==> config.mk <==
export PLATFORM = sky130hd
export DESIGN_NAME = memadd_core
export DESIGN_NICKNAME = d
export VERILOG_FILES = /design/src/rtl/memadd_pkg.sv /design/src/rtl/memadd_store.sv /design/src/rtl/memadd_adder.sv /design/src/rtl/memadd_result.sv /design/src/rtl/memadd_core.sv
export SDC_FILE = /design/constraint.sdc
export NUM_CORES = 1
export LEC_CHECK = 0
export BUFFER_PORTS_ARGS = -buffer_cell sky130_fd_sc_hd__buf_4
export CELL_PAD_IN_SITES_DETAIL_PLACEMENT = 1
export CELL_PAD_IN_SITES_GLOBAL_PLACEMENT = 1
export CORE_AREA = 3 3 61 63
export CTS_BUF_LIST = sky130_fd_sc_hd__clkbuf_16
export CTS_CLUSTER_DIAMETER = 150
export DETAILED_ROUTE_END_ITERATION = 10
export DIE_AREA = 0 0 64 66
export HOLD_SLACK_MARGIN = 0.06
export PLACE_DENSITY = 0.85
export SYNTH_ARGS = -nofsm -noshare
export SYNTH_HDL_FRONTEND = slang
export SYNTH_SLANG_ARGS = --single-unit
==> constraint.sdc <==
create_clock -name clk -period 6.8 [get_ports clk]
set_input_delay 1.7 -clock clk [delete_from_list [all_inputs] [get_ports clk]]
set_output_delay 1.7 -clock clk [all_outputs]
set_load 0.03 [all_outputs]
==> src/rtl/memadd_pkg.sv <==
package memadd_pkg;
   typedef enum logic [1:0] {
      OP_IDLE  = 2'b00,
      OP_STORE = 2'b01,
      OP_FETCH = 2'b10,
      OP_ADD   = 2'b11
   } memadd_op_t;
endpackage

==> src/rtl/memadd_store.sv <==
module memadd_store #(
   parameter int ADDR_W = 3,
   parameter int DATA_W = 4
) (
   input  logic              clk,
   input  logic              rst,
   input  logic              we,
   input  logic [ADDR_W-1:0] addr,
   input  logic [DATA_W-1:0] din,
   output logic [DATA_W-1:0] dout
);
   localparam int DEPTH = 1 << ADDR_W;

   generate
      if (ADDR_W < 1 || ADDR_W > 10) begin : g_bad_addr
         $error("memadd_store: ADDR_W out of range");
      end
      if (DATA_W < 1) begin : g_bad_data
         $error("memadd_store: DATA_W must be positive");
      end
   endgenerate

   logic [DATA_W-1:0] words [DEPTH];

   always_ff @(posedge clk) begin
      if (we) begin
         words[addr] <= din;
      end
   end

   // Combinational read: a store at the previous edge is already visible.
   assign dout = words[addr];

   AST_STORE_LANDS: assert property (@(posedge clk) disable iff (rst)
      we |=> words[$past(addr)] == $past(din));
endmodule

==> src/rtl/memadd_adder.sv <==
module memadd_adder #(
   parameter int DATA_W = 4,
   parameter bit RIPPLE = 1'b1
) (
   input  logic [DATA_W-1:0] a,
   input  logic [DATA_W-1:0] b,
   output logic [DATA_W:0]   sum
);
   generate
      if (DATA_W < 1) begin : g_bad_w
         $error("memadd_adder: DATA_W must be positive");
      end

      if (RIPPLE) begin : g_ripple
         logic [DATA_W:0]   carry;
         logic [DATA_W-1:0] bits;
         assign carry[0] = 1'b0;
         for (genvar i = 0; i < DATA_W; i++) begin : g_bit
            assign bits[i]    = a[i] ^ b[i] ^ carry[i];
            assign carry[i+1] = (a[i] & b[i]) | (carry[i] & (a[i] ^ b[i]));
         end
         assign sum = {carry[DATA_W], bits};
      end else begin : g_behav
         assign sum = {1'b0, a} + {1'b0, b};
      end
   endgenerate
endmodule

==> src/rtl/memadd_result.sv <==
module memadd_result
   import memadd_pkg::*;
#(
   parameter int DATA_W = 4
) (
   input  logic              clk,
   input  logic              rst,
   input  memadd_op_t        op,
   input  logic [DATA_W-1:0] word,
   input  logic [DATA_W:0]   sum,
   output logic [DATA_W:0]   q
);
   localparam int RES_W = DATA_W + 1;

   logic [RES_W-1:0] q_next;

   always_comb begin
      q_next = q;
      unique case (op)
         OP_FETCH: q_next = {1'b0, word};
         OP_ADD:   q_next = sum;
         default:  q_next = q;
      endcase
   end

   always_ff @(posedge clk) begin
      if (rst) begin
         q <= '0;
      end else begin
         q <= q_next;
      end
   end

   logic rst_seen;
   always_ff @(posedge clk) rst_seen <= rst;

   always_comb begin
      if (rst_seen) begin
         AST_RESET_CLEARS: assert (q == '0);
      end
   end

   AST_TOP_BIT_ZERO: assert property (@(posedge clk) disable iff (rst)
      op == OP_FETCH |=> q[DATA_W] == 1'b0);
endmodule

==> src/rtl/memadd_core.sv <==
module memadd_core
   import memadd_pkg::*;
#(
   parameter int ADDR_W = 3,
   parameter int DATA_W = 4,
   parameter bit RIPPLE = 1'b1
) (
   input  logic              clk,
   input  logic              rst,
   input  logic [1:0]        op_i,
   input  logic [ADDR_W-1:0] addr_i,
   input  logic [DATA_W-1:0] data_i,
   output logic [DATA_W:0]   result_o
);
   localparam int RES_W = DATA_W + 1;

   memadd_op_t        op;
   logic              store_en;
   logic [DATA_W-1:0] rd_word;
   logic [RES_W-1:0]  sum;

   assign op       = memadd_op_t'(op_i);
   assign store_en = (op == OP_STORE);

   memadd_store #(.ADDR_W(ADDR_W), .DATA_W(DATA_W)) i_store (
      .clk  (clk),
      .rst  (rst),
      .we   (store_en),
      .addr (addr_i),
      .din  (data_i),
      .dout (rd_word)
   );

   memadd_adder #(.DATA_W(DATA_W), .RIPPLE(RIPPLE)) i_adder (
      .a   (rd_word),
      .b   (data_i),
      .sum (sum)
   );

   memadd_result #(.DATA_W(DATA_W)) i_result (
      .clk  (clk),
      .rst  (rst),
      .op   (op),
      .word (rd_word),
      .sum  (sum),
      .q    (result_o)
   );

   AST_HOLD_IDLE: assert property (@(posedge clk) disable iff (rst)
      op_i == 2'b00 |=> $stable(result_o));
   AST_HOLD_STORE: assert property (@(posedge clk) disable iff (rst)
      op_i == 2'b01 |=> $stable(result_o));
   AST_FETCH_WORD: assert property (@(posedge clk) disable iff (rst)
      op_i == 2'b10 |=> result_o == {1'b0, $past(rd_word)});
   AST_ADD_SUM: assert property (@(posedge clk) disable iff (rst)
      op_i == 2'b11 |=> result_o == ({1'b0, $past(rd_word)} + {1'b0, $past(data_i)}));
endmodule

# Yosys cells after proc, flatten, opt, wreduce, memory -nomap -nowiden

Memories as Yosys holds them, arrays and structs flattened.
Cells that the tools add are included.

Flip-flop bits (word level): 5
Memory bits (writable): 32
Output and inout bits: 5
Word-level logic and storage cells: 26
Memories kept: 1

Eq/ne operators: 3
Multiplexer cells: 3
Bitwise logic cells: 17
Reduce and logical (&&, ||, !) cells: 1

Memories:

| memory        | depth | width | rd ports | clocked after memory_dff | write ports | RTL line           | text |
|---|---|---|---|---|---|---|---|
| i_store.words | 8     | 4     | 1        | 0                        | 1           | memadd_store.sv:23 | `logic [DATA_W-1:0] words [DEPTH];` |

Operator list:

| operator                                            | number |
|---|---|
| one-hot mux 5 bit (2 select lines)                  | 1 |
| AND 1 bit                                           | 7 |
| bitwise XOR 1 bit                                   | 7 |
| equality test 2 bit, second input constant          | 2 |
| bitwise OR 1 bit                                    | 3 |
| equality test 2 x 1 -> 1 bit, second input constant | 1 |
| two-way mux 1 bit                                   | 2 |
| nonzero test 2 bit                                  | 1 |

# Depth between registers and ports, before layout

An unclocked memory read counts as a cell.

Depth in word-level cells: 9
Mapped depth: 13

# By module

From an unflattened synthesis, not the netlist that was laid out.

Cells, all modules: 112
Area, all modules: 1,652.8 µm²

By module, submodules not included:

| module        | times used | cells an instance | area an instance (µm²) |
|---|---|---|---|
| memadd_store  | 1          | 75                | 1,311.3 |
| memadd_result | 1          | 22                | 217.7 |
| memadd_adder  | 1          | 14                | 110.1 |
| memadd_core   | 1          | 1                 | 13.8 |

# Worst setup path after synthesis

Ideal clock, no wire load.

Path kind: in2reg
Start: input port addr_i[0]
End: register i_result.q[3]
Arrival: 3.997 ns
Data required time: 6.684 ns
Path slack: 2.687 ns
Stages on the path: 13
Buffers on the path: 1
Path through: buf_6 > mux2i_1 > o22ai_1 > or3_4 > ha_1 > inv_1 > fa_1 > inv_1 > fa_1 > fa_1 > nand3_1 > a21oi_1 > a31o_1

Longest elaborated chain between the ends: 8

Ends and longest elaborated chain:

| what                                                  | RTL line            | text |
|---|---|---|
| from (decl)                                           | memadd_core.sv:11   | `input logic [ADDR_W-1:0] addr_i,` |
| memory read (8 x 4 bit) *                             | --                  |  |
| AND 1 bit / bitwise XOR 1 bit (equally long branches) | memadd_adder.sv:20  | `assign carry[i+1] = (a[i] & b[i]) \| (carry[i] & (a[i] ^ b[i]));` |
| AND 1 bit                                             | memadd_adder.sv:20  |  |
| bitwise OR 1 bit                                      | memadd_adder.sv:20  |  |
| AND 1 bit                                             | memadd_adder.sv:20  |  |
| bitwise OR 1 bit                                      | memadd_adder.sv:20  |  |
| bitwise XOR 1 bit                                     | memadd_adder.sv:19  | `assign bits[i] = a[i] ^ b[i] ^ carry[i];` |
| one-hot mux 5 bit (2 select lines) *                  | memadd_result.sv:19 | `unique case (op)` |
| to (signal assigned)                                  | memadd_result.sv:30 | `q <= q_next;` |
| to (decl)                                             | memadd_result.sv:11 | `output logic [DATA_W:0] q` |

Every way passes the cells marked *; elsewhere a longest branch is shown, timed or not.
A chain may end at the register's enable or synchronous reset.

# Worst setup path after layout

Same ends and word-level chain as after synthesis.

==> flow_summary.toml <==
[run_status]
status = "completed"

[cells_and_area]
layout.nets = 153
final_area_mm2 = 0.001922
final_common_cell = "edfxtp_1"
syn2layout_area_growth_pct = 16.36
drive_above_1_share_pct = 17.99
antenna_cells = 0
layout.cells.non_filler = 185
final_cell_mix = "edfxtp_1, buf_4, mux2i_1"
final_core_util_pct = 58.51

[timing]
fin_setup_tns_ns = 0
hold_viol_final = 0
period_needed_ns = 4.153
fmax_mhz = 240.8
slew_viol_final = 0
rsz0062_at_grt = "no"
fin_crit_sh_pct = 61.07
tightest_slew_ns = 0.6602
max-slew-margin-rel_pct = 55.65
fin_skew_ns = 0.005038
setup_viol = 0

[synthesis]
syn_nets = 137
seq_area_frac_synth_pct = 64.24
ys_ff_latch = 37
netlist_instances = 122
avgSynthCellArea_um2 = 13.54
syn-cell-area_mm2 = 0.001652
synthDistinctLibCells = 26
ys_warn_count = 0

[floorplanning]
fp-row-count = 21
start_util_pct = 50.29
boundaryPins = 16
core_mm2 = 0.003284
dieHeight_um = 66
die-area_mm2 = 0.004224
die_width_um = 64

[global_route]
grtUsageMet3_pct = 6.293
grt_pass1_vias = 1093
track_usage_pct = 17.96
grt_max_degree = 20
gr-max-usage-layer = "met2"
grt_pass1_wl_mm = 5.388
antenna_found_initial = 0
use_met1_pct = 20.36
met2_usage_pct = 30.32
grt_overflow = 0

[clock_network]
post_cts_resized = 0
clk_pin_slew_ns = 0.05
cts.sinks = 37
clock_latency_ns = 0.28
htreeDepth = 2
cts_root_buf = "clkbuf_16"
cts_tree = "built"
cts_inserted_buffers = 5
cts_hold_buf = 0
cts_setup_buffers = 0
clock_path_buffers = 2

[placed_design]
dpl_cell_area_mm2 = 0.001785
dp.cells = 177
port_buffers = 15
dpl.hpwl_mm = 2.422
gp_congestion = 0.7742

[route]
drt-total-wl_mm = 3.380
drt_iter0_drc = 42
drc = 0
ant_nets = 0
detail_route.vias_per_cell = 5.589
wl_per_cell_um = 18.27
vias = 1034
first_pass_iters = 4

[worst_setup_path]
path_class = "input port to flop"
crit_fanout = 19
arrival_ns = 4.37
endpoint = "i_result.q[3]"
worstReg2RegEnd = "i_result.q[3]"
required_ns = 7.02
cp-startpoint = "addr_i[0]"
timing.rr.start = "i_store.words[5][0]"
critical_path.startpoint_type = "input port"
reg2regPathDepth = 12
reg2reg_slack_ns = 4.05
crit_path_end_kind = "flop"

[power]
power.leakage_uw = 0.0007196
power.total_uw = 516.5
ir_drop_uv = 212.9
powerDensity_mw_per_mm2 = 268.8

[worst_hold_path]
hp-class = "flop to flop"

[job]
maxCapViolations = 0
==> worst max-delay path: stages <==
cell and delay, ns:
buf_4 0.25, mux2i_1 0.24, o22ai_1 0.11, or3_4 0.39
ha_1 0.19, inv_1 0.07, fa_1 0.15, inv_1 0.05
fa_1 0.38, fa_1 0.49, nand3_1 0.08, a21oi_1 0.15
a31o_1 0.12
==> cell usage after synthesis, drive strengths merged <==
cell | count | share of area, %
nor2 | 10 | 2.3
nor3 | 6 | 1.8
a31o | 2 | 1.1
a21bo | 1 | 0.61
o21ai | 3 | 0.91
o211a | 1 | 0.61
nand3 | 5 | 1.5
fa | 3 | 3.6
nand2 | 8 | 1.8
nand2b | 4 | 1.5
mux2 | 1 | 0.68
buf | 4 | 1.7
a41oi | 1 | 0.53
or3 | 2 | 1.4
mux2i | 14 | 8.5
ha | 1 | 0.76
clkbuf | 2 | 0.45
dfxtp | 5 | 6.1
a211oi | 1 | 0.76
o22ai | 3 | 1.1
inv | 4 | 0.91
a21oi | 6 | 1.8
nand3b | 3 | 1.4
edfxtp | 32 | 58
==> area by class of cell <==
class,instances,area [um^2]
clock inverter,3,11.26
inverter,4,15.01
multi-input combinational,75,539.3
sequential,37,1061
fill,326,1363
tap,46,57.56
timing repair buffer,15,112.6
clock buffer,5,125.1
==> flip-flops by register name, summed over array words and instances, names as in the netlist <==
| register | flops |
|---|---|
| i_store.words | 32 |
| i_result.q | 5 |
==> how the worst min path moves through the flow <==
stage	cells after the start	end	start
5_1_grt	2	i_result.q[4]	i_result.q[4]
3_3_place_gp	2	i_result.q[4]	i_result.q[4]
3_5_place_dp	2	i_result.q[4]	i_result.q[4]
4_1_cts	2	i_result.q[4]	i_result.q[4]
6_report	2	i_result.q[4]	i_result.q[4]
2_1_floorplan	2	i_result.q[4]	i_result.q[4]
==> through the flow <==
step | setup slack (ns) | hold slack [ns]
after global routing | 2.530 | 0.5100
after global placement | 2.483 | 0.4401
after CTS | 2.654 | 0.4637
after detailed placement | 2.362 | 0.4512
final | 2.647 | 0.4610
after floorplan | 2.687 | 0.5726
==> cell families (layout without fill, tap and decap cells) <==
kind of cell / after synthesis / after routing / share of synthesized area (%)
and+or+nand+nor: 38 / 38 / 11.67
DFF: 37 / 37 / 64.24
AOI/OAI and AO/OA: 18 / 18 / 7.424
muxes: 15 / 15 / 9.166
buffers and inverters: 10 / 27 / 3.106
adders and majority gates: 4 / 4 / 4.394
==> metal layers <==
layer | up-vias | part of all wire, %
li1 | 485 | -
met1 | 512 | 41
met2 | 27 | 52
met3 | 10 | 4.1
met4 | 0 | 2.6
met5 | - | 0
==> where the power goes <==
group / internal [uW] / switching, uW
Combinational: 21.3 / 31.6
Clock: 131 / 76.5
Sequential: 253 / 2.46
Total: 406 / 111
Note: power is estimated with default switching activity, not from simulation.
